## src/rtl/scg_pkg.sv

```systemverilog
package scg_pkg;
    typedef enum logic {
        PH_LOW  = 1'b0,
        PH_HIGH = 1'b1
    } scg_phase_e;
endpackage

```

## src/rtl/scg_cfg_select.sv

```systemverilog
module scg_cfg_select #(
    parameter int CNT_W    = 8,
    parameter int LOW_OFS  = 7,
    parameter int HIGH_OFS = 5,
    localparam int LEN_W   = CNT_W + 1
) (
    input  logic [2*CNT_W-1:0] low_word,
    input  logic [2*CNT_W-1:0] high_word,
    input  logic               hs_sel,
    output logic [LEN_W-1:0]   low_len,
    output logic [LEN_W-1:0]   high_len
);
    logic [CNT_W-1:0] low_cnt;
    logic [CNT_W-1:0] high_cnt;

    // Pick the byte lane for the active speed mode.
    always_comb begin
        if (hs_sel) begin
            low_cnt  = low_word[2*CNT_W-1:CNT_W];
            high_cnt = high_word[2*CNT_W-1:CNT_W];
        end else begin
            low_cnt  = low_word[CNT_W-1:0];
            high_cnt = high_word[CNT_W-1:0];
        end
    end

    // Add the fixed per-phase offsets.
    assign low_len  = LEN_W'(low_cnt)  + LEN_W'(LOW_OFS);
    assign high_len = LEN_W'(high_cnt) + LEN_W'(HIGH_OFS);
endmodule

```

## src/rtl/scg_prescaler.sv

```systemverilog
module scg_prescaler #(
    parameter int PSC_W = 8
) (
    input  logic             clk,
    input  logic             rst_n,
    input  logic             run,
    input  logic [PSC_W-1:0] limit,
    output logic             tick
);
    typedef struct packed {
        logic [PSC_W-1:0] cnt;
    } psc_state_t;

    psc_state_t st_d, st_q;

    // The tick is raised on the last count of each prescale window.
    assign tick = run && (st_q.cnt == limit);

    always_comb begin
        st_d = st_q;
        if (!run || tick) begin
            st_d.cnt = '0;
        end else begin
            st_d.cnt = st_q.cnt + PSC_W'(1);
        end
    end

    always_ff @(posedge clk or negedge rst_n) begin
        if (!rst_n) begin
            st_q <= '0;
        end else begin
            st_q <= st_d;
        end
    end
endmodule

```

## src/rtl/scg_phase_seq.sv

```systemverilog
module scg_phase_seq
    import scg_pkg::*;
#(
    parameter int PSC_W    = 8,
    parameter int LEN_W    = 9,
    parameter int LOW_OFS  = 7,
    parameter int HIGH_OFS = 5
) (
    input  logic             clk,
    input  logic             rst_n,
    input  logic             en,
    input  logic             tick,
    input  logic [PSC_W-1:0] psc_in,
    input  logic [LEN_W-1:0] low_len_in,
    input  logic [LEN_W-1:0] high_len_in,
    output logic             active,
    output logic [PSC_W-1:0] psc_sh,
    output logic [LEN_W-1:0] low_len_sh,
    output logic [LEN_W-1:0] high_len_sh,
    output logic             scl,
    output logic             tick_o,
    output logic             chg,
    output logic             smp
);
    typedef struct packed {
        logic             active;
        scg_phase_e       phase;
        logic [LEN_W-1:0] ph_cnt;
        logic [PSC_W-1:0] psc;
        logic [LEN_W-1:0] low_len;
        logic [LEN_W-1:0] high_len;
        logic             scl;
        logic             tick_o;
        logic             chg;
        logic             smp;
    } seq_state_t;

    seq_state_t st_d, st_q;
    logic [LEN_W-1:0] cur_len;
    logic [LEN_W-1:0] cnt_inc;
    logic             last_tick;
    logic             mid_high;

    assign cur_len   = (st_q.phase == PH_HIGH) ? st_q.high_len : st_q.low_len;
    assign cnt_inc   = st_q.ph_cnt + LEN_W'(1);
    assign last_tick = (st_q.ph_cnt == (cur_len - LEN_W'(1)));
    assign mid_high  = (st_q.phase == PH_HIGH) && (cnt_inc == (st_q.high_len >> 1));

    always_comb begin
        st_d        = st_q;
        st_d.tick_o = 1'b0;
        st_d.chg    = 1'b0;
        st_d.smp    = 1'b0;

        if (!en) begin
            // Idle: SCL released; shadows track the inputs.
            st_d.active   = 1'b0;
            st_d.phase    = PH_LOW;
            st_d.ph_cnt   = '0;
            st_d.scl      = 1'b1;
            st_d.psc      = psc_in;
            st_d.low_len  = low_len_in;
            st_d.high_len = high_len_in;
        end else if (!st_q.active) begin
            // First enabled edge: open a low phase.
            st_d.active   = 1'b1;
            st_d.phase    = PH_LOW;
            st_d.ph_cnt   = '0;
            st_d.scl      = 1'b0;
            st_d.chg      = 1'b1;
            st_d.psc      = psc_in;
            st_d.low_len  = low_len_in;
            st_d.high_len = high_len_in;
        end else if (tick) begin
            st_d.tick_o = 1'b1;
            if (last_tick) begin
                // Phase boundary: capture new settings and flip.
                st_d.ph_cnt   = '0;
                st_d.psc      = psc_in;
                st_d.low_len  = low_len_in;
                st_d.high_len = high_len_in;
                if (st_q.phase == PH_LOW) begin
                    st_d.phase = PH_HIGH;
                    st_d.scl   = 1'b1;
                end else begin
                    st_d.phase = PH_LOW;
                    st_d.scl   = 1'b0;
                    st_d.chg   = 1'b1;
                end
            end else begin
                st_d.ph_cnt = cnt_inc;
                st_d.smp    = mid_high;
            end
        end
    end

    always_ff @(posedge clk or negedge rst_n) begin
        if (!rst_n) begin
            st_q.active   <= 1'b0;
            st_q.phase    <= PH_LOW;
            st_q.ph_cnt   <= '0;
            st_q.psc      <= '0;
            st_q.low_len  <= LEN_W'(LOW_OFS);
            st_q.high_len <= LEN_W'(HIGH_OFS);
            st_q.scl      <= 1'b1;
            st_q.tick_o   <= 1'b0;
            st_q.chg      <= 1'b0;
            st_q.smp      <= 1'b0;
        end else begin
            st_q <= st_d;
        end
    end

    assign active      = st_q.active;
    assign psc_sh      = st_q.psc;
    assign low_len_sh  = st_q.low_len;
    assign high_len_sh = st_q.high_len;
    assign scl         = st_q.scl;
    assign tick_o      = st_q.tick_o;
    assign chg         = st_q.chg;
    assign smp         = st_q.smp;
endmodule

```

## src/rtl/scg_div_calc.sv

```systemverilog
module scg_div_calc #(
    parameter int PSC_W  = 8,
    parameter int LEN_W  = 9,
    localparam int DIV_W = PSC_W + LEN_W + 2
) (
    input  logic [PSC_W-1:0] psc,
    input  logic [LEN_W-1:0] low_len,
    input  logic [LEN_W-1:0] high_len,
    output logic [DIV_W-1:0] div
);
    logic [PSC_W:0] psc_p1;
    logic [LEN_W:0] len_sum;

    assign psc_p1  = {1'b0, psc} + (PSC_W+1)'(1);
    assign len_sum = {1'b0, low_len} + {1'b0, high_len};
    assign div     = DIV_W'(psc_p1) * DIV_W'(len_sum);
endmodule

```

## src/rtl/scg_scl_gen.sv

```systemverilog
module scg_scl_gen #(
    parameter int PSC_W    = 8,
    parameter int CNT_W    = 8,
    parameter int LOW_OFS  = 7,
    parameter int HIGH_OFS = 5
) (
    input  logic                     clk,
    input  logic                     rst_n,
    input  logic                     scl_en,
    input  logic [PSC_W-1:0]         psc_val,
    input  logic [2*CNT_W-1:0]       tlow_cfg,
    input  logic [2*CNT_W-1:0]       thigh_cfg,
    input  logic                     hs_sel,
    output logic                     samp_tick,
    output logic                     scl_out,
    output logic                     chg_pt,
    output logic                     smp_pt,
    output logic [PSC_W+CNT_W+2:0]   rate_div
);
    localparam int LEN_W = CNT_W + 1;

    logic [LEN_W-1:0] low_len_in, high_len_in;
    logic [LEN_W-1:0] low_len_sh, high_len_sh;
    logic [PSC_W-1:0] psc_sh;
    logic             run;
    logic             tick;

    scg_cfg_select #(
        .CNT_W(CNT_W), .LOW_OFS(LOW_OFS), .HIGH_OFS(HIGH_OFS)
    ) u_sel (
        .low_word (tlow_cfg),
        .high_word(thigh_cfg),
        .hs_sel   (hs_sel),
        .low_len  (low_len_in),
        .high_len (high_len_in)
    );

    scg_prescaler #(.PSC_W(PSC_W)) u_psc (
        .clk  (clk),
        .rst_n(rst_n),
        .run  (run),
        .limit(psc_sh),
        .tick (tick)
    );

    scg_phase_seq #(
        .PSC_W(PSC_W), .LEN_W(LEN_W), .LOW_OFS(LOW_OFS), .HIGH_OFS(HIGH_OFS)
    ) u_seq (
        .clk        (clk),
        .rst_n      (rst_n),
        .en         (scl_en),
        .tick       (tick),
        .psc_in     (psc_val),
        .low_len_in (low_len_in),
        .high_len_in(high_len_in),
        .active     (run),
        .psc_sh     (psc_sh),
        .low_len_sh (low_len_sh),
        .high_len_sh(high_len_sh),
        .scl        (scl_out),
        .tick_o     (samp_tick),
        .chg        (chg_pt),
        .smp        (smp_pt)
    );

    scg_div_calc #(.PSC_W(PSC_W), .LEN_W(LEN_W)) u_div (
        .psc     (psc_sh),
        .low_len (low_len_sh),
        .high_len(high_len_sh),
        .div     (rate_div)
    );
endmodule

```

## config.mk

```make
export PLATFORM = sky130hd
export DESIGN_NAME = scg_scl_gen
export DESIGN_NICKNAME = d
export VERILOG_FILES = /design/src/rtl/scg_pkg.sv /design/src/rtl/scg_cfg_select.sv /design/src/rtl/scg_prescaler.sv /design/src/rtl/scg_phase_seq.sv /design/src/rtl/scg_div_calc.sv /design/src/rtl/scg_scl_gen.sv
export SDC_FILE = /design/constraint.sdc
export NUM_CORES = 1
export LEC_CHECK = 0
export ABC_AREA = 1
export ABC_CLOCK_PERIOD_IN_PS = 12100
export BUFFER_PORTS_ARGS = -buffer_cell sky130_fd_sc_hd__buf_2
export CORE_UTILIZATION = 25
export DETAILED_ROUTE_END_ITERATION = 8
export PLACE_DENSITY = 0.44
export SETUP_SLACK_MARGIN = 0.15
export SYNTH_ARGS = -nofsm -noshare
export SYNTH_HDL_FRONTEND = slang
export SYNTH_HIERARCHICAL = 1
export SYNTH_SLANG_ARGS = --single-unit
export TNS_END_PERCENT = 100
```

## constraint.sdc

```tcl
create_clock -name clk -period 12.1 [get_ports clk]
set_input_delay 2.42 -clock clk [delete_from_list [all_inputs] [get_ports clk]]
set_output_delay 2.42 -clock clk [all_outputs]
set_load 0.01 [all_outputs]
```

Yosys cells after proc, flatten, opt, wreduce, memory -nomap -nowiden
Cells that the tools add are included.
- add/sub/neg operators: 7
- $mul: 1
- equality and inequality tests: 5
- multiplexer cells: 18
- reductions and logical operators: 5
- operator list (operator ; number):
    $mux 40 ; 1
    $mux 38 ; 1
    $mux 37 ; 1
    $mux 27 ; 1
    $mux 8 ; 3
    $mul 9x10->19 ; 1
    $add 8x3->9 const B ; 2
    $mux 9 ; 2
    $add 9x9->10 ; 1
    $add 8x1->9 const B ; 1
    $add 9x1->9 const B ; 1
    $eq 9x8->1 ; 1
    $eq 9x9->1 ; 1
    $sub 9x1->9 const B ; 1
    $add 8x1->8 const B ; 1
    $eq 8x8->1 ; 1
    $mux 1 ; 8
    $ne 3x3->1 const B ; 2
    $mux 3 ; 1
    $logic_and 1x1->1 ; 2
    $reduce_and 2->1 ; 1
    $logic_not 1->1 ; 1
    $logic_or 1x1->1 ; 1
- register bits: 49
- input bits: 44
- output and inout port bits: 23
- logic and storage cells: 47

Logic depth before layout (Yosys ltp)
Gate-level depths: netlist of the first run.
- depth in word-level cells: 7
- depth in mapped cells: 25
- depth with buffers taken out: 24

Modules after synthesis
Netlist of the first run, hierarchy kept.
- by module, submodules not included (module ; instances ; cells each ; area each (um2) ; sequential area each (um2)):
    scg_div_calc ; 1 ; 530 ; 3727.3 ; 0.0
    scg_phase_seq ; 1 ; 364 ; 2595.0 ; 1033.5
    scg_cfg_select ; 1 ; 119 ; 576.8 ; 0.0
    scg_prescaler ; 1 ; 72 ; 515.5 ; 200.2

Worst setup path after synthesis of the first run
No wires, ideal clock.
- path type: register to output
- start: register, netlist name u_seq/high_len_sh[2]
- end: output port rate_div[17]
- arrival: 4698 ps
- data required time: 9680 ps
- setup slack: 4982 ps
- cell stages (with the launch flop): 23
- path buffers: 1
- cells stage by stage: dfstp_2 buf_4 ha_1 a21oi_1 nand2_2 nand2_2 nand2_2 nand2_1 nand2_2 nor2_1 fa_1 fa_1 fa_1 inv_1 fa_1 inv_1 ha_1 a21oi_1 nand2_1 a21oi_1 nand2_1 nand2_1 nand2_1
- cells in the longest elaborated chain, start to end: 2
- RTL lines (item ; RTL line ; RTL):
    $add 9x9->10 ; scg_div_calc.sv:15 ; assign len_sum = {1'b0, low_len} + {1'b0, high_len};
    $mul 9x10->19 ; scg_div_calc.sv:16 ; assign div = DIV_W'(psc_p1) * DIV_W'(len_sum);
    to (decl) ; scg_scl_gen.sv:18 ; output logic [PSC_W+CNT_W+2:0] rate_div
Every way passes these cells.

Final worst setup path of the first run
- start: register, netlist name u_seq/psc_sh[0]
- end: output port rate_div[18]
- cells in the longest elaborated chain, start to end: 2
- RTL lines (item ; RTL line ; RTL):
    $add 8x1->9 ; scg_div_calc.sv:14 ; assign psc_p1 = {1'b0, psc} + (PSC_W+1)'(1);
    $mul 9x10->19 ; scg_div_calc.sv:16 ;
Every way passes these cells.

==> impl_metrics.env, run 1 <==
export IMPL_post_cts_repair_setup_buffers=0
export IMPL_critical_path_reg2reg_startpoint="u_seq/st_q[39]$_DFFE_PN0P_"
export IMPL_fp_coreArea_um2=28900
export IMPL_crit_path_top_delay_cell="sky130_fd_sc_hd__xor2_1"
export IMPL_layout_drive_gt1_share_pct=13.9
export IMPL_fmax_mhz=126
export IMPL_insertion_delay_ps=300
export IMPL_regArea_um2=1230
export IMPL_cp_start_kind="flip-flop"
export IMPL_crit_fanout=9
export IMPL_yosys_warnings=6
export IMPL_yosys_area_top_type="sky130_fd_sc_hd__nand2_1"
export IMPL_clkTransAtPathRegs_ps=70
export IMPL_status="completed"
export IMPL_netlist_cell_type_count=44
export IMPL_cp_buffers_inverters=5
export IMPL_die_w_um=174
export IMPL_dp_slack_ps=4420
export IMPL_insertedDiodeCount=0
export IMPL_hold_buffers=0
export IMPL_synth_async_reset_ratio_pct=100
export IMPL_drt_first_pass_iters=9
export IMPL_initial_core_util_pct=25.6
export IMPL_layout_common_cells="358 x sky130_fd_sc_hd__nand2_1, 193 x sky130_fd_sc_hd__inv_1, 89 x sky130_fd_sc_hd__nor2_1"
export IMPL_multi_input_comb_area_um2=5090
export IMPL_grt_pass1_vias=6421
export IMPL_worst_case_setup_margin_in_the_final_layout_ps=4190
export IMPL_critical_path_class="flip-flop to output port"
export IMPL_num_nets_final=1274
export IMPL_period_minus_slack_ps=7910
export IMPL_finalHoldViolations=0
export IMPL_min_from="u_seq/scl$_DFFE_PN1P_"
export IMPL_synth_yosys_seq_area_share_pct=16.6
export IMPL_cpMostUsedCell="sky130_fd_sc_hd__nand2_1"
export IMPL_post_synth_main_area_contributors="sky130_fd_sc_hd__nand2_1 18%, sky130_fd_sc_hd__fa_1 16%, sky130_fd_sc_hd__dfrtp_1 15%"
export IMPL_cap_viol_max_count=0
export IMPL_slew_violations=0
export IMPL_grt_first_pass_wirelength_um=31800
export IMPL_utilization_pct=27.8
export IMPL_post_synth_cell_area_avg_um2=6.83
export IMPL_tritoncts_clock_tree="yes"
export IMPL_cts_sinks=49
export IMPL_finalSetupTns_ps=0
export IMPL_io_buffers=66
export IMPL_post_synth_top_area_fraction_pct=18.1
export IMPL_total_routing_usage_reported_by_global_routing_pct=12.7
export IMPL_depth_of_the_worst_register_to_register_path=13
export IMPL_ys_seq_elements=49
export IMPL_initialDrtViolationCount=334
export IMPL_mostFrequentLayoutCell="sky130_fd_sc_hd__nand2_1"
export IMPL_timing_critical_path_to_type="output port"
export IMPL_routedWlPerCell_um=12.2
export IMPL_clock_tree_buffer_depth=2
export IMPL_timing_critical_path_required_ps=9680
export IMPL_setup_viol=0
export IMPL_layout_area_overhead_vs_synth_pct=8.67
export IMPL_worstMarginPinSlew_ps=846
export IMPL_drt_total_wl_um=18400
export IMPL_row_count=62
export IMPL_timing_critical_path_slowest_cell_delay_ps=680
export IMPL_grt_antenna_before_repair=0
export IMPL_final_setup_skew_ps=10.2
export IMPL_post_layout_nonfiller_instances=1503
export IMPL_synth_edff_count=0
export IMPL_synthesis_instances=1085
export IMPL_ctsHtreeMaxLevel=2
export IMPL_dieArea_um2=30400
export IMPL_dp_hpwl_um=15300
export IMPL_height_of_the_chip_um=174
export IMPL_postRouteAntennaNets=0
export IMPL_routabilityCongestion=0.804
export IMPL_drc_errors=0
export IMPL_post_cts_resized=0
export IMPL_max_transition_margin_pct=43.4
export IMPL_hold_depth=2
export IMPL_dp_cells=1495
export IMPL_timing_critical_path_cells="ha_1 -> nand3_2 -> xor2_1 -> inv_1 -> nand2_1 -> fa_1 -> fa_1 -> inv_1 -> fa_1 -> inv_1 -> fa_1 -> inv_1 -> ha_1 -> nand2_1 -> nor2_1 -> nand2_1 -> nand3_1 -> nand2_1 -> nand2_1 -> nand2_1 -> nand2_1 -> buf_2"
export IMPL_grt_start_max_net_pins=50
export IMPL_worst_r2r_setup_slack_ps=8480
export IMPL_ys_flop_type="sky130_fd_sc_hd__dfrtp_1"
export IMPL_rsz0062_at_grt="no"
export IMPL_arrival_ps=5490
export IMPL_synth_area_um2=7410
export IMPL_hold_path_end="u_seq/scl$_DFFE_PN1P_"
export IMPL_r2r_end="u_seq/psc_sh[0]$_DFFE_PN0P_"
export IMPL_route_detailed_vias_per_inst=4.19
export IMPL_cts_root_buf="sky130_fd_sc_hd__clkbuf_16"
export IMPL_post_route_period_util_pct=65.4
export IMPL_cts_made_buffers=5
export IMPL_via_count=6295
export IMPL_worst_path_dominant_cell_family="adder cells"
export IMPL_number_of_i_o_pins=67
export IMPL_globalRoute_totalOverflow=0
export IMPL_n_fill_cell=3217
export IMPL_syn_num_nets=1241
export IMPL_timing_hold_worst_class="flip-flop to flip-flop"
==> cells by family (layout without fill, tap and decap cells) <==
logic type	after synthesis	after routing	share of synthesized area [%]
compound gates	36	36	2.89
xor+xnor	35	35	4.49
fa+ha+maj	112	112	24.8
buf+inv	242	276	14.6
flops	49	49	16.6
simple gates	611	611	36.6
==> layout make-up <==
type	instances	area share, %
Multi-Input combinational cell	794	63.2
Clock inverter	2	0.171
Sequential cell	49	15.3
Clock buffer	6	1.60
Timing Repair Buffer	68	4.29
Inverter	200	9.44
Tap cell	384	5.96
==> through the flow <==
step | hold WS, ps | instance area [µm²]
after floorplan | 471 | 7410
after global placement | 482 | 7920
after detailed placement | 486 | 7920
after CTS | 499 | 8060
after global routing | 534 | 8060
final | 494 | 8060
==> flip-flops by register name, indices dropped and copies added, names as in the netlist <==
name               cells
u_seq/active           1
u_seq/high_len_sh      9
u_psc/st_q             8
u_seq/st_q            10
u_seq/scl              1
u_seq/smp              1
u_seq/psc_sh           8
u_seq/tick_o           1
u_seq/chg              1
u_seq/low_len_sh       9
==> worst reg2reg max path, cell delays in order, from the launching register on <==
cell and delay [ps]:
sky130_fd_sc_hd__dfrtp_1 800, sky130_fd_sc_hd__inv_4 200, sky130_fd_sc_hd__nand2_1 130, sky130_fd_sc_hd__nand2_1 100, sky130_fd_sc_hd__ha_1 320, sky130_fd_sc_hd__xor2_1 150, sky130_fd_sc_hd__nand3_1 110, sky130_fd_sc_hd__a21oi_1 120
sky130_fd_sc_hd__nand2_1 70, sky130_fd_sc_hd__nor2_2 130, sky130_fd_sc_hd__nand3_2 600, sky130_fd_sc_hd__nand2_4 550, sky130_fd_sc_hd__nand2_1 180, sky130_fd_sc_hd__nand2_1 90
==> worst max path at each step <==
stage                                      from  slack (ps)            to  cells after the start
2_1_floorplan  u_seq/high_len_sh[2]$_DFFE_PN1P_        4980  rate_div[17]                     22
3_3_place_gp        u_seq/psc_sh[0]$_DFFE_PN0P_        4440  rate_div[18]                     22
3_5_place_dp        u_seq/psc_sh[0]$_DFFE_PN0P_        4420  rate_div[18]                     22
4_1_cts             u_seq/psc_sh[0]$_DFFE_PN0P_        4080  rate_div[18]                     22
5_1_grt             u_seq/psc_sh[0]$_DFFE_PN0P_        3740  rate_div[18]                     22
6_report            u_seq/psc_sh[0]$_DFFE_PN0P_        4190  rate_div[18]                     22
==> layer usage <==
metal	global-route usage [%]	vias up	routed length, µm
met4	2.92	0	262
met3	1.12	13	510
met1	17.6	2868	9330
li1	-	3308	-
met2	21.4	106	8270
met5	0	-	0
==> cell usage after synthesis (2+ instances only) <==
cell,number
sky130_fd_sc_hd__fa_1,58
sky130_fd_sc_hd__nand3_4,2
sky130_fd_sc_hd__nand2_4,8
sky130_fd_sc_hd__nand2_1,358
sky130_fd_sc_hd__buf_2,2
sky130_fd_sc_hd__inv_1,193
sky130_fd_sc_hd__nor2_2,9
sky130_fd_sc_hd__nor2_4,2
sky130_fd_sc_hd__nand3b_1,2
sky130_fd_sc_hd__dfrtp_1,43
sky130_fd_sc_hd__nand3b_2,3
sky130_fd_sc_hd__clkbuf_1,2
sky130_fd_sc_hd__nor3_1,5
sky130_fd_sc_hd__o21ai_1,3
sky130_fd_sc_hd__nand3_1,88
sky130_fd_sc_hd__a21oi_2,3
sky130_fd_sc_hd__or2_2,3
sky130_fd_sc_hd__buf_1,2
sky130_fd_sc_hd__inv_2,5
sky130_fd_sc_hd__ha_1,54
sky130_fd_sc_hd__buf_8,2
sky130_fd_sc_hd__nand4_1,7
sky130_fd_sc_hd__nand2_2,24
sky130_fd_sc_hd__o21ai_0,11
sky130_fd_sc_hd__xnor2_1,13
sky130_fd_sc_hd__o21ai_2,2
sky130_fd_sc_hd__nand3_2,8
sky130_fd_sc_hd__nor2_1,89
sky130_fd_sc_hd__dfstp_2,6
sky130_fd_sc_hd__a21oi_1,13
sky130_fd_sc_hd__buf_4,30
sky130_fd_sc_hd__xor2_1,20
sky130_fd_sc_hd__buf_6,4
Power of run 1 is not shown: default switching activity piles up to over one toggle a cycle in this logic, so the estimate is an artifact.
==> run 2: changes to the inputs <==
ABC_AREA = 0   (was 1)
ABC_CLOCK_PERIOD_IN_PS = 6850   (was 12100)
PLACE_DENSITY = 0.46   (was 0.44)
clock period = 6.85 ns   (was 12.1 ns; I/O delays follow)
==> impl_metrics.env, run 2 <==
export IMPL_status="finished with violations"
export IMPL_failed_checks="negative setup slack"
export IMPL_number_of_i_o_pins=67
export IMPL_cp_start_kind="flip-flop"
export IMPL_largest_register_ff_count=10
export IMPL_final_cell_area_um2=8710
export IMPL_rsz0062_at_grt="yes"
export IMPL_ctsHtreeMaxLevel=2
export IMPL_synth_edff_count=0
export IMPL_synth_common_cells="85 x sky130_fd_sc_hd__inv_1, 66 x sky130_fd_sc_hd__nor2_1, 58 x sky130_fd_sc_hd__fa_1"
export IMPL_synth_yosys_seq_area_share_pct=17.4
export IMPL_die_w_um=170
export IMPL_timing_critical_path_to_type="output port"
export IMPL_clkTransAtPathRegs_ps=70
export IMPL_dp_hpwl_um=13400
export IMPL_arrival_ps=5810
export IMPL_fp_coreArea_um2=27800
export IMPL_grt_pass1_vias=5801
export IMPL_route_detailed_vias_per_inst=4.40
export IMPL_final_setup_skew_ps=6.95
export IMPL_grt_first_pass_wirelength_um=29100
export IMPL_clock_tree_buffer_depth=2
export IMPL_max_transition_margin_pct=31.9
export IMPL_io_buffers=66
export IMPL_total_routing_usage_reported_by_global_routing_pct=12.4
export IMPL_cap_viol_max_count=0
export IMPL_row_count=61
export IMPL_layout_common_cells="84 x sky130_fd_sc_hd__buf_4, 78 x sky130_fd_sc_hd__inv_1, 65 x sky130_fd_sc_hd__buf_2"
export IMPL_synth_async_reset_ratio_pct=100
export IMPL_crit_fanout=6
export IMPL_ys_seq_elements=49
export IMPL_post_synth_cell_area_avg_um2=9.24
export IMPL_layout_area_overhead_vs_synth_pct=23.2
export IMPL_netlist_cell_type_count=75
export IMPL_multi_input_comb_area_um2=5500
export IMPL_globalRoute_totalOverflow=0
export IMPL_height_of_the_chip_um=170
export IMPL_timing_critical_path_required_ps=5480
export IMPL_dieArea_um2=29000
export IMPL_postRouteAntennaNets=0
export IMPL_post_synth_main_area_contributors="sky130_fd_sc_hd__fa_1 16%, sky130_fd_sc_hd__dfrtp_1 15%, sky130_fd_sc_hd__ha_1 9.6%"
export IMPL_synth_area_um2=7070
export IMPL_slew_violations=0
export IMPL_yosys_warnings=6
export IMPL_layout_drive_gt1_share_pct=31.6
export IMPL_initialDrtViolationCount=320
export IMPL_dp_slack_ps=-160
export IMPL_cpMostUsedCell="sky130_fd_sc_hd__fa_1"
export IMPL_postPlaceCellArea_um2=8250
export IMPL_timing_critical_path_cells="ha_4 -> fa_2 -> a211oi_2 -> or3_4 -> a211o_1 -> and3_4 -> or2_1 -> fa_1 -> inv_2 -> fa_1 -> fa_1 -> inv_1 -> fa_1 -> inv_2 -> ha_4 -> a21o_4 -> a31oi_4 -> a21boi_2 -> or4b_4 -> nand3_2 -> buf_6"
export IMPL_fmax_mhz=139
export IMPL_routabilityCongestion=0.777
export IMPL_drc_errors=0
export IMPL_syn_num_nets=921
export IMPL_synthesis_instances=765
export IMPL_timing_hold_worst_class="flip-flop to flip-flop"
export IMPL_insertion_delay_ps=300
export IMPL_initial_core_util_pct=25.5
export IMPL_critical_path_class="flip-flop to output port"
export IMPL_ys_flop_type="sky130_fd_sc_hd__dfrtp_1"
export IMPL_period_minus_slack_ps=7180
export IMPL_drt_total_wl_um=16800
export IMPL_num_nets_final=1039
export IMPL_yosys_area_top_type="sky130_fd_sc_hd__fa_1"
export IMPL_grt_start_max_net_pins=50
export IMPL_n_fill_cell=2950
export IMPL_setup_viol=10
export IMPL_drt_first_pass_iters=5
export IMPL_mostFrequentLayoutCell="sky130_fd_sc_hd__buf_4"
export IMPL_top_register="u_seq/st_q"
export IMPL_grt_antenna_before_repair=0
export IMPL_finalHoldViolations=0
export IMPL_post_layout_nonfiller_instances=1262
export IMPL_worst_case_setup_margin_in_the_final_layout_ps=-332
export IMPL_cts_made_buffers=5
export IMPL_via_count=5554
export IMPL_cts_root_buf="sky130_fd_sc_hd__clkbuf_16"
export IMPL_worstMarginPinSlew_ps=1020
export IMPL_tritoncts_clock_tree="yes"
export IMPL_regArea_um2=1230
export IMPL_post_route_period_util_pct=105
export IMPL_routedWlPerCell_um=13.3
export IMPL_cts_sinks=49
export IMPL_crit_path_top_delay_cell="sky130_fd_sc_hd__dfstp_2"
export IMPL_insertedDiodeCount=0
export IMPL_synth_most_common_cell="sky130_fd_sc_hd__inv_1"
export IMPL_dp_cells=1247
export IMPL_timing_critical_path_slowest_cell_delay_ps=560
export IMPL_post_synth_top_area_fraction_pct=16.4
## run 2: changes by cell type after synthesis, moves of 19 or more
cell / delta
sky130_fd_sc_hd__xnor2_1: +21
sky130_fd_sc_hd__mux2i_1: +21
sky130_fd_sc_hd__inv_1: -108
sky130_fd_sc_hd__mux2_4: +19
sky130_fd_sc_hd__nand2_2: -24
sky130_fd_sc_hd__nand2_1: -311
sky130_fd_sc_hd__nor2_1: -23
sky130_fd_sc_hd__nand3_1: -67
## run 2: timing repair
| action | 4_1_cts | 5_1_grt |
|---|---|---|
| pin swaps | 34 | 30 |
| endpoints found under the setup margin | 11 | 12 |
| gates resized for setup | 35 | 25 |
| setup buffers | 4 | 3 |
| hold buffers | 0 | 0 |
## run 2: metal layers
metal / vias to the layer above / GRT usage, % / wire, µm
li1: 2805 / - / -
met1: 2656 / 17.6 / 8640
met2: 87 / 20.5 / 7500
met3: 6 / 1.44 / 509
met4: 0 / 1.76 / 96
met5: - / 0 / 0
## run 2: final timing paths
check | slack (ps) | depth (start not counted) | to | startpoint
worst max-delay path | -330 | 21 | rate_div[11] | u_seq/low_len_sh[0]$_DFFE_PN1P_
worst min-delay path | 500 | 2 | u_seq/scl$_DFFE_PN1P_ | u_seq/scl$_DFFE_PN1P_
worst max register to register | 3130 | 8 | u_seq/high_len_sh[3]$_DFFE_PN0P_ | u_seq/st_q[39]$_DFFE_PN0P_
worst min register to register | 500 | 2 | u_seq/scl$_DFFE_PN1P_ | u_seq/scl$_DFFE_PN1P_
max in group asynchronous | 5220 | 2 | u_seq/psc_sh[0]$_DFFE_PN0P_ | rst_n
min in group asynchronous | 1170 | 2 | u_seq/st_q[38]$_DFFE_PN0P_ | rst_n
## run 2: layout make-up
class	count	share of cell area (%)
Inverter	85	3.66
Clock inverter	3	0.330
Multi-Input combinational cell	586	63.1
Sequential cell	49	14.2
Timing Repair Buffer	156	11.9
Tap cell	378	5.43
Clock buffer	5	1.44
## run 2: cell families (layout without fill, tap and decap cells)
| family | after synthesis | in the layout | synth area share, % |
|---|---|---|---|
| and+or+nand+nor | 247 | 247 | 18.8 |
| DFF | 49 | 49 | 17.4 |
| AOI/OAI and AO/OA | 108 | 108 | 11.0 |
| muxes | 51 | 51 | 8.76 |
| buffers and inverters | 130 | 249 | 9.38 |
| xor gates and xnor gates | 68 | 68 | 8.64 |
| adders and majority gates | 112 | 112 | 26.0 |
## run 2: worst max-delay path, delay by kind of cell (launching register included)
kind                     cells  cell delay [ps]
adder cells (fa/ha/maj)      7             2540
AND/OR/NAND/NOR              5             1350
AO/OA/AOI/OAI                5              840
flip-flops                   1              560
buffers and inverters        4              240
## run 2: through the flow
step | hold slack [ps] | util (%) | setup TNS [ps]
final | 504 | 31.4 | -2230
after global routing | 510 | 31.4 | -4340
after CTS | 505 | 31.0 | -2300
after detailed placement | 493 | 29.7 | -772
after global placement | 495 | 29.7 | -417
after floorplan | 465 | - | -16.1
Power of run 2 is left out for the same reason.
